===== src/rtl/scm_pkg.sv =====
package scm_pkg;
  localparam int CMP_W = 16;

  typedef enum logic [2:0] {
    ROLE_ACTIVE,
    ROLE_HOT,
    ROLE_COLD,
    ROLE_WAKE,
    ROLE_DRAIN
  } role_e;

  typedef enum logic [1:0] {
    FSM_IDLE,
    FSM_WAKE,
    FSM_MIG,
    FSM_THR
  } fsm_e;

  // Overheat: reading at or above the threshold.
  function automatic logic over_thr(input logic [CMP_W-1:0] t,
                                    input logic [CMP_W-1:0] thr);
    return t >= thr;
  endfunction

  // Cooled: reading plus margin strictly below threshold, computed wide so it cannot wrap.
  function automatic logic cooled(input logic [CMP_W-1:0] t,
                                  input logic [CMP_W-1:0] thr,
                                  input logic [CMP_W-1:0] hy);
    logic [CMP_W:0] sum;
    sum = {1'b0, t} + {1'b0, hy};
    return sum < {1'b0, thr};
  endfunction
endpackage


===== src/rtl/scm_temp_cmp.sv =====
module scm_temp_cmp #(
  parameter int N_CORES = 4,
  parameter int TEMP_W  = 8
) (
  input  logic [N_CORES*TEMP_W-1:0] temps,
  input  logic [TEMP_W-1:0]         mig_thr,
  input  logic [TEMP_W-1:0]         hyst,
  output logic [N_CORES-1:0]        over,
  output logic [N_CORES-1:0]        cool
);
  import scm_pkg::*;
  localparam int PAD = CMP_W - TEMP_W;

  for (genvar i = 0; i < N_CORES; i++) begin : g_core
    logic [CMP_W-1:0] t_ext;
    assign t_ext   = {{PAD{1'b0}}, temps[i*TEMP_W +: TEMP_W]};
    assign over[i] = over_thr(t_ext, {{PAD{1'b0}}, mig_thr});
    assign cool[i] = cooled(t_ext, {{PAD{1'b0}}, mig_thr}, {{PAD{1'b0}}, hyst});
  end
endmodule


===== src/rtl/scm_first_pick.sv =====
module scm_first_pick #(
  parameter int N_CORES = 4,
  parameter int IDX_W   = 2
) (
  input  logic [N_CORES-1:0] req,
  output logic               found,
  output logic [IDX_W-1:0]   idx
);
  always_comb begin
    found = 1'b0;
    idx   = '0;
    for (int i = N_CORES - 1; i >= 0; i--) begin
      if (req[i]) begin
        found = 1'b1;
        idx   = IDX_W'(i);
      end
    end
  end
endmodule


===== src/rtl/scm_role_bank.sv =====
module scm_role_bank #(
  parameter int               N_CORES   = 4,
  parameter logic [N_CORES-1:0] HOT_MASK  = '0,
  parameter logic [N_CORES-1:0] COLD_MASK = '0
) (
  input  logic               clk,
  input  logic               rst_n,
  input  logic [N_CORES-1:0] set_active,
  input  logic [N_CORES-1:0] set_wake,
  input  logic [N_CORES-1:0] set_drain,
  input  logic [N_CORES-1:0] cool,
  output logic [N_CORES-1:0] is_active,
  output logic [N_CORES-1:0] is_hot,
  output logic [N_CORES-1:0] is_cold,
  output logic [N_CORES-1:0] pwr_en,
  output logic [N_CORES-1:0] clk_en
);
  import scm_pkg::*;

  for (genvar i = 0; i < N_CORES; i++) begin : g_core
    localparam role_e INIT = HOT_MASK[i]  ? ROLE_HOT  :
                             COLD_MASK[i] ? ROLE_COLD : ROLE_ACTIVE;
    role_e role_q;

    always_ff @(posedge clk or negedge rst_n) begin
      if (!rst_n)                               role_q <= INIT;
      else if (set_active[i])                   role_q <= ROLE_ACTIVE;
      else if (set_wake[i])                     role_q <= ROLE_WAKE;
      else if (set_drain[i])                    role_q <= ROLE_DRAIN;
      else if (role_q == ROLE_DRAIN && cool[i]) role_q <= ROLE_HOT;
    end

    assign is_active[i] = (role_q == ROLE_ACTIVE);
    assign is_hot[i]    = (role_q == ROLE_HOT);
    assign is_cold[i]   = (role_q == ROLE_COLD);
    assign clk_en[i]    = (role_q == ROLE_ACTIVE);
    assign pwr_en[i]    = (role_q != ROLE_COLD);
  end
endmodule


===== src/rtl/scm_top.sv =====
module scm_top #(
  parameter int               N_CORES   = 4,
  parameter int               TEMP_W    = 8,
  parameter int               DLY_W     = 8,
  parameter logic [N_CORES-1:0] HOT_MASK  = 4'b1000,
  parameter logic [N_CORES-1:0] COLD_MASK = 4'b0100,
  localparam int              IDX_W     = (N_CORES > 1) ? $clog2(N_CORES) : 1
) (
  input  logic                      clk,
  input  logic                      rst_n,
  input  logic [N_CORES*TEMP_W-1:0] temps,
  input  logic [TEMP_W-1:0]         mig_thr,
  input  logic [TEMP_W-1:0]         hyst,
  input  logic [DLY_W-1:0]          pg_delay,
  input  logic                      mig_ack,
  output logic [N_CORES-1:0]        pwr_en,
  output logic [N_CORES-1:0]        clk_en,
  output logic [N_CORES-1:0]        no_new_task,
  output logic                      mig_req,
  output logic [IDX_W-1:0]          mig_src,
  output logic [IDX_W-1:0]          mig_dst,
  output logic                      throttle_req
);
  import scm_pkg::*;

  function automatic logic [N_CORES-1:0] onehot(input logic [IDX_W-1:0] i);
    logic [N_CORES-1:0] v;
    v    = '0;
    v[i] = 1'b1;
    return v;
  endfunction

  logic [N_CORES-1:0] over, cool;
  logic [N_CORES-1:0] is_active, is_hot, is_cold;
  logic [N_CORES-1:0] set_active, set_wake, set_drain;
  logic               trig_any, hot_any, cold_any;
  logic [IDX_W-1:0]   trig_idx, hot_idx, cold_idx;

  fsm_e               st_q, st_d;
  logic [IDX_W-1:0]   src_q, src_d, dst_q, dst_d;
  logic [DLY_W-1:0]   cnt_q, cnt_d;
  logic [N_CORES-1:0] evac_q, evac_d;
  logic               take_spare;

  // named events for the checker
  logic ev_trigger, ev_hot_take, ev_cold_take, ev_release;

  scm_temp_cmp #(.N_CORES(N_CORES), .TEMP_W(TEMP_W)) u_cmp (
    .temps(temps), .mig_thr(mig_thr), .hyst(hyst), .over(over), .cool(cool)
  );

  scm_first_pick #(.N_CORES(N_CORES), .IDX_W(IDX_W)) u_pick_trig (
    .req(is_active & over), .found(trig_any), .idx(trig_idx)
  );
  scm_first_pick #(.N_CORES(N_CORES), .IDX_W(IDX_W)) u_pick_hot (
    .req(is_hot), .found(hot_any), .idx(hot_idx)
  );
  scm_first_pick #(.N_CORES(N_CORES), .IDX_W(IDX_W)) u_pick_cold (
    .req(is_cold), .found(cold_any), .idx(cold_idx)
  );

  scm_role_bank #(.N_CORES(N_CORES), .HOT_MASK(HOT_MASK), .COLD_MASK(COLD_MASK)) u_roles (
    .clk(clk), .rst_n(rst_n),
    .set_active(set_active), .set_wake(set_wake), .set_drain(set_drain), .cool(cool),
    .is_active(is_active), .is_hot(is_hot), .is_cold(is_cold),
    .pwr_en(pwr_en), .clk_en(clk_en)
  );

  always_comb begin
    st_d       = st_q;
    src_d      = src_q;
    dst_d      = dst_q;
    cnt_d      = cnt_q;
    evac_d     = evac_q;
    set_active = '0;
    set_wake   = '0;
    set_drain  = '0;
    take_spare = 1'b0;
    ev_trigger = 1'b0;
    ev_release = 1'b0;
    unique case (st_q)
      FSM_IDLE: if (trig_any) begin
        src_d      = trig_idx;
        evac_d     = onehot(trig_idx);
        take_spare = 1'b1;
        ev_trigger = 1'b1;
      end
      FSM_WAKE: if (cnt_q == '0) begin
        set_active = onehot(dst_q);
        st_d       = FSM_MIG;
      end else begin
        cnt_d = cnt_q - 1'b1;
      end
      FSM_MIG: if (mig_ack) begin
        set_drain = onehot(src_q);
        evac_d    = '0;
        st_d      = FSM_IDLE;
      end
      FSM_THR: if (cool[src_q]) begin
        evac_d     = '0;
        st_d       = FSM_IDLE;
        ev_release = 1'b1;
      end else begin
        take_spare = 1'b1;
      end
      default: st_d = FSM_IDLE;
    endcase
    ev_hot_take  = take_spare && hot_any;
    ev_cold_take = take_spare && !hot_any && cold_any;
    if (ev_hot_take) begin
      set_active = onehot(hot_idx);
      dst_d      = hot_idx;
      st_d       = FSM_MIG;
    end else if (ev_cold_take) begin
      set_wake = onehot(cold_idx);
      dst_d    = cold_idx;
      cnt_d    = pg_delay;
      st_d     = FSM_WAKE;
    end else if (take_spare) begin
      st_d = FSM_THR;
    end
  end

  always_ff @(posedge clk or negedge rst_n) begin
    if (!rst_n) begin
      st_q   <= FSM_IDLE;
      src_q  <= '0;
      dst_q  <= '0;
      cnt_q  <= '0;
      evac_q <= '0;
    end else begin
      st_q   <= st_d;
      src_q  <= src_d;
      dst_q  <= dst_d;
      cnt_q  <= cnt_d;
      evac_q <= evac_d;
    end
  end

  assign no_new_task  = evac_q | ~is_active;
  assign mig_req      = (st_q == FSM_MIG);
  assign throttle_req = (st_q == FSM_THR);
  assign mig_src      = src_q;
  assign mig_dst      = dst_q;
endmodule


===== config.mk =====
export PLATFORM = sky130hd
export DESIGN_NAME = scm_top
export DESIGN_NICKNAME = d
export VERILOG_FILES = /design/src/rtl/scm_pkg.sv /design/src/rtl/scm_temp_cmp.sv /design/src/rtl/scm_first_pick.sv /design/src/rtl/scm_role_bank.sv /design/src/rtl/scm_top.sv
export SDC_FILE = /design/constraint.sdc
export NUM_CORES = 1
export LEC_CHECK = 0
export CORE_UTILIZATION = 35
export DETAILED_ROUTE_END_ITERATION = 8
export PLACE_DENSITY = 0.67
export SLEW_MARGIN = 20
export SYNTH_ARGS = -nofsm -noshare
export SYNTH_HDL_FRONTEND = slang
export SYNTH_SLANG_ARGS = --single-unit
export TNS_END_PERCENT = 5

===== constraint.sdc =====
create_clock -name clk -period 2.5 [get_ports clk]
set_input_delay 0.5 -clock clk [delete_from_list [all_inputs] [get_ports clk]]
set_output_delay 0.5 -clock clk [all_outputs]
set_load 0.01 [all_outputs]

; After elaboration in Yosys (flattened, before gate mapping)
; Cells that the tools add are included.
[word_totals]
word_cells = 168
reg_bits = 30
[op_classes]
n_reduce_logical = 29
addsub = 5
n_lt_le_gt_ge = 18
muxes = 79
bitwise_logic = 3
n_eq_ne = 25
[ops]
columns = cell, count
row1 = $lt 17x8->1, 4
row2 = $mux 3, 16
row3 = $mux 2, 20
row4 = $mux 4, 10
row5 = $add 8x8->9, 4
row6 = $ge 8x8->1, 4
row7 = $mux 8, 4
row8 = $mux 1, 20
row9 = $reduce_bool 4->1, 4
row10 = $lt 2x3->1 const B, 5
row11 = $eq 3x1->1 const B, 4
row12 = $eq 3x2->1 const B, 4
row13 = $eq 3x3->1 const B, 4
row14 = $logic_and 1x1->1, 12
row15 = $logic_not 3->1, 4
row16 = $ne 3x2->1 const B, 4
row17 = $pmux 4 s3, 1
row18 = $demux 1 s2, 5
row19 = $ge 2x1->1 const B, 5
row20 = $logic_not 8->1, 1
row21 = $reduce_and 4->1, 2
row22 = $sub 8x1->8 const B, 1
row23 = $pmux 2 s3, 1
row24 = $reduce_bool 6->1, 1
row25 = 17 further kinds, 19

; Depth between registers and ports, before layout
[depth]
ltp_word = 14
ltp_mapped = 19
depth_no_buf = 18

; Modules after synthesis
; A second synthesis with hierarchy kept.
[unflattened]
cells_unflattened = 532
area_unflattened_um2 = 4717.0
[modules_own_cells]
columns = mod, cells_per_inst, instances, seq_area_each_um2, area_per_inst_um2
row1 = scm_temp_cmp, 296, 1, 0.0, 2478.6
row2 = scm_top, 143, 1, 450.4, 1433.9
row3 = scm_role_bank, 72, 1, 302.8, 699.4
row4 = scm_first_pick, 7, 3, 0.0, 35.0

; Least setup slack after synthesis
; OpenSTA, ideal clock, no wires.
[synth_path]
path_type = in2reg
startpoint = input port temps[0]
endpoint = register evac_q[0]
setup_slack_ps = -1295
arrival_ps = 3670
path_buffers = 0
path_stages = 17
setup_ps = 125
path_cell_list = ha_1 inv_1 fa_1 and2b_1 nor3_1 o21ai_1 o21ai_0 xnor2_1 ha_1 a211oi_1 nand2_1 a31oi_1 o211ai_1 o221ai_4 o22ai_2 a311oi_4 mux2_4
[synth_between]
elab_chain_cells = 9
[synth_rtl]
columns = element, line_no
row1 = "start, declared", scm_top.sv:11  ; input logic [N_CORES*TEMP_W-1:0] temps,
row2 = "parallel branches: the longest is 9 deep, another holds $lt 17x8->1", n/a
row3 = "end signal, assigned", scm_top.sv:136  ; evac_q <= evac_d;
row4 = "end, declared", scm_top.sv:42  ; logic [N_CORES-1:0] evac_q, evac_d;
; Parallel ways; which one is timed is not known. The select of a mux whose other input is x is not followed.
; A chain may end at the register's enable or synchronous reset.

; Worst setup path after layout
[layout_path]
startpoint = input port hyst[0]
endpoint = register u_roles.g_core[0].role_q[2]
[layout_between]
elab_chain_cells = 12
[layout_rtl]
columns = element, line_no
row1 = "start, declared", scm_top.sv:13  ; input logic [TEMP_W-1:0] hyst,
row2 = $add 8x8->9, scm_pkg.sv:30  ; sum = {1'b0, t} + {1'b0, hy};
row3 = $lt 17x8->1, scm_pkg.sv:31  ; return sum < {1'b0, thr};
row4 = $bmux 1 s2, scm_top.sv:99  ; FSM_THR: if (cool[src_q]) begin
row5 = $mux 1 (implied by the code), scm_top.sv:99
row6 = $mux 1, scm_top.sv:99
row7 = $pmux 1 s2, scm_top.sv:81  ; unique case (st_q)
row8 = $logic_and 1x1->1 (2 in a row), scm_top.sv:109  ; ev_cold_take = take_spare && !hot_any && cold_any;
row9 = $mux 4, scm_top.sv:114  ; end else if (ev_cold_take) begin
row10 = $mux 4, scm_top.sv:110  ; if (ev_hot_take) begin
row11 = $mux 3, scm_role_bank.sv:28  ; else if (set_wake[i]) role_q <= ROLE_WAKE;
row12 = $mux 3, scm_role_bank.sv:27  ; else if (set_active[i]) role_q <= ROLE_ACTIVE;
row13 = "end signal, assigned", scm_role_bank.sv:27
row14 = "end signal, assigned", scm_role_bank.sv:28
row15 = "end signal, assigned", scm_role_bank.sv:29  ; else if (set_drain[i]) role_q <= ROLE_DRAIN;
row16 = "end, declared", scm_role_bank.sv:23  ; role_e role_q;
; Parallel ways exist; a longest one is shown, timed or not. The select of a mux whose other input is x is not followed.

==> impl_metrics.tcl <==
set metrics [dict create \
    status "complete, but fails checks" \
    violations "setup timing" \
    clock_sinks 30 \
    grt_pass1_wl_mm 25.03 \
    dr_total_vias 5118 \
    insertion_delay_ps 280 \
    rsz0062_at_grt "yes" \
    synthesis.area_um2 4717 \
    p_leak_nw 3.452 \
    cts_hold_buf 0 \
    path_clk_slew_ps 50 \
    nets 928 \
    placementRows 42 \
    grt_pass1_vias 5372 \
    syn_to_final_growth_pct 55.41 \
    crit_arrival_ps 3920 \
    drc_errors 0 \
    required_ps 2660 \
    finalNonFillerCells 943 \
    portBuffers 76 \
    dieArea_um2 13950 \
    fp.dieW_um 118.1 \
    worstPathCellList "buf_12, ha_4, inv_2, fa_2, and2b_1, nor3_2, o21ai_2, buf_4, buf_6, buf_6, buf_4, buf_4, buf_4, buf_4, buf_4, buf_4, o2111a_2, o221ai_4, buf_6, o21ba_4, or4_4, nor4bb_4" \
    h-tree-depth 2 \
    cts_tree "done" \
    reg2reg_to "cnt_q[7]$_DFF_PN0_" \
    r2r_slack_ps -10 \
    hpwl_mm 11.72 \
    cp_common_cell "buf_4" \
    slew_violations 0 \
    drt_iter0_drc 229 \
    initial_core_util_pct 35.76 \
    synthTopCellsByArea "ha_1, dfrtp_1, xnor2_1" \
    grt_use_total_pct 22.03 \
    synth_seq_area_share_pct 15.97 \
    avgViaCountPerCell 5.427 \
    ys.flop_type "dfrtp_1" \
    netlist_instances 544 \
    finalHoldViolCount 0 \
    worstMarginPinSlew_ps 778.1 \
    relSlewSlack_pct 48.13 \
    overflow 0 \
    drive_above_1_share_pct 34.68 \
    drv_cap 0 \
    avgSynthCellArea_um2 8.671 \
    final-setup-viol-count 30 \
    drtAntennaViolNets 0 \
    yosysTopAreaCellShare_pct 25.99 \
    place_congestion 0.8627 \
    min_from "evac_q[3]$_DFFE_PN0P_" \
    critPathSlowestCell "or4_4" \
    root_buffer "clkbuf_16" \
    yosys.area.top_type "ha_1" \
    antenna_found_initial 0 \
    firstDrtPassIters 6 \
    hp-class "reg2reg" \
    numCtsBuffers 5 \
    synth_edf_count 0 \
    synth_nets 705 \
    critical_path.startpoint_type "input pin" \
    crit_path_max_incr_delay_ps 520 \
    period_share_pct 150.5 \
    grt_max_degree 31 \
    place_inst 909 \
    hold_depth 1 \
    num_antenna_cells 0 \
    async_flop_share_pct 100.0 \
    end_kind "flop" \
    place_ws_ps -2080 \
    hold_end "evac_q[3]$_DFFE_PN0P_" \
    path_class "in2reg" \
    fp.dieH_um 118.1 \
    p_per_area_nw_per_um2 666.4 \
    drt_wl_total_mm 15.50 \
    synth_cell_types 73 \
    io_pins 77 \
    wire_per_inst_um 16.44 \
    fin_skew_ps 6.108 \
    cp_max_fo 5 \
    fin_ws_ps -1262 \
    fp.coreArea_um2 13190 \
    synth_seq_cells 30 \
    yosys_warnings 0 \
    r2r-start "u_roles.g_core[2].role_q[1]$_DFFE_PN1P_" \
    period_needed_ps 3762 \
    reg2regPathDepth 7 \
    clockBufferDepth 2 \
    ir_worst_vdd_v 0.0004767 \
    fmax_mhz 265.8 \
]
[kinds of logic (layout without fill, tap and decap cells)]
| family | Yosys count | after routing | synth area share [%] |
|---|---|---|---|
| AO/OA/AOI/OAI | 163 | 164 | 25.36 |
| AND/OR/NAND/NOR | 158 | 158 | 18.30 |
| adder cells (fa/ha/maj) | 102 | 102 | 27.69 |
| buffers and inverters | 51 | 273 | 4.138 |
| flip-flops | 30 | 30 | 15.97 |
| XOR/XNOR | 25 | 25 | 4.642 |
| multiplexers | 15 | 15 | 3.899 |
[cell usage after synthesis, types with 5 or more instances]
cell       n
nor3_1     7
inv_1     45
dfrtp_1   28
o21a_1    15
o31ai_1    5
ha_1      98
o21ai_0   30
nand3_1   10
nor2_1    35
a211oi_1  21
clkbuf_1   5
o21ai_1    6
and3_1     6
nand2b_1  13
nor2b_1    8
nor4_1     6
mux2_2    10
o21bai_1  12
nand2_1   40
and2_1     5
a21oi_1   35
xnor2_1   23
[registers in the layout (all words and copies together), names as in the netlist]
register               cells
mig_dst                    2
evac_q                     4
mig_src                    2
u_roles.g_core.role_q     12
st_q                       2
cnt_q                      8
[cells in the final DEF (no fill, tap or decap), drive strengths merged, types with 5 or more instances in the layout]
cell type	instances
o21a	15
a211oi	21
mux2	15
nand2b	13
clkbuf	10
nor4	7
nor3	12
o31ai	8
nand2	40
nand3	10
buf	152
xnor2	23
and2	5
dlygate4sd2	9
nor2	35
ha	98
and3	6
dlymetal6s2s	5
clkdlybuf4s50	50
a21oi	35
inv	45
dfrtp	28
o21bai	12
o21ai	36
nor2b	9
[through the flow]
step | util, % | instance area [µm²] | setup TNS, ps | power [W] | hold slack, ps
final | 55.58 | 7331 | -33670 | 0.004885 | 513.7
after global routing | 55.58 | 7331 | -37820 | 0.005219 | 530.8
after floorplan | - | 4747 | -30490 | 0.002549 | 204.4
after CTS | 53.83 | 7101 | -33630 | 0.004693 | 515.6
after global placement | 49.97 | 6591 | -56830 | 0.003711 | 493.8
after detailed placement | 49.97 | 6591 | -57800 | 0.003790 | 502.4
[repair_timing]
| item | CTS | global route |
|---|---|---|
| gates cloned | 1 | 0 |
| gates resized for setup | 99 | 49 |
| pin swaps | 58 | 53 |
| setup buffers | 18 | 9 |
| endpoints found under the setup margin | 30 | 30 |
| hold endpoints to repair | 0 | 0 |
[critical path: cells and delay by family]
kind                     cells  cell delay [ps]
AO/OA/AOI/OAI                4              790
AND/OR/NAND/NOR              4             1000
buffers and inverters       12             1120
adder cells (fa/ha/maj)      2              490
[layout make-up]
type / count / area, µm²
well taps: 176 / 220.2
fillers: 1129 / 5859
repair buffers: 221 / 1867
multi-input cells: 464 / 4187
inverters: 45 / 171.4
clock buffers: 7 / 132.6
flip-flops and latches: 30 / 753.2
[per-layer routing]
layer | up-vias | global-route usage [%] | part of all wire, %
li1 | 2471 | - | -
met3 | 47 | 3.004 | 4.0
met2 | 138 | 39.04 | 49
met5 | - | 0 | 0
met1 | 2462 | 27.60 | 44
met4 | 0 | 6.330 | 2.8
[how the worst max path moves through the flow]
stage / start / to
floorplan: temps[16] / evac_q[0]$_DFFE_PN0P_
global placement: hyst[0] / cnt_q[6]$_DFF_PN0_
detailed placement: hyst[0] / cnt_q[6]$_DFF_PN0_
CTS: hyst[0] / evac_q[0]$_DFFE_PN0P_
global route: hyst[0] / evac_q[0]$_DFFE_PN0P_
finish: hyst[0] / u_roles.g_core[0].role_q[2]$_DFFE_PN0P_
[report_power, final]
group          total [W]  switching (W)  internal [W]
Clock           0.000567       0.000204      0.000363
Combinational    0.00349        0.00173       0.00175
Sequential      0.000832       0.000205      0.000627
Total            0.00489        0.00214       0.00274
(Power assumes the default switching activity.)
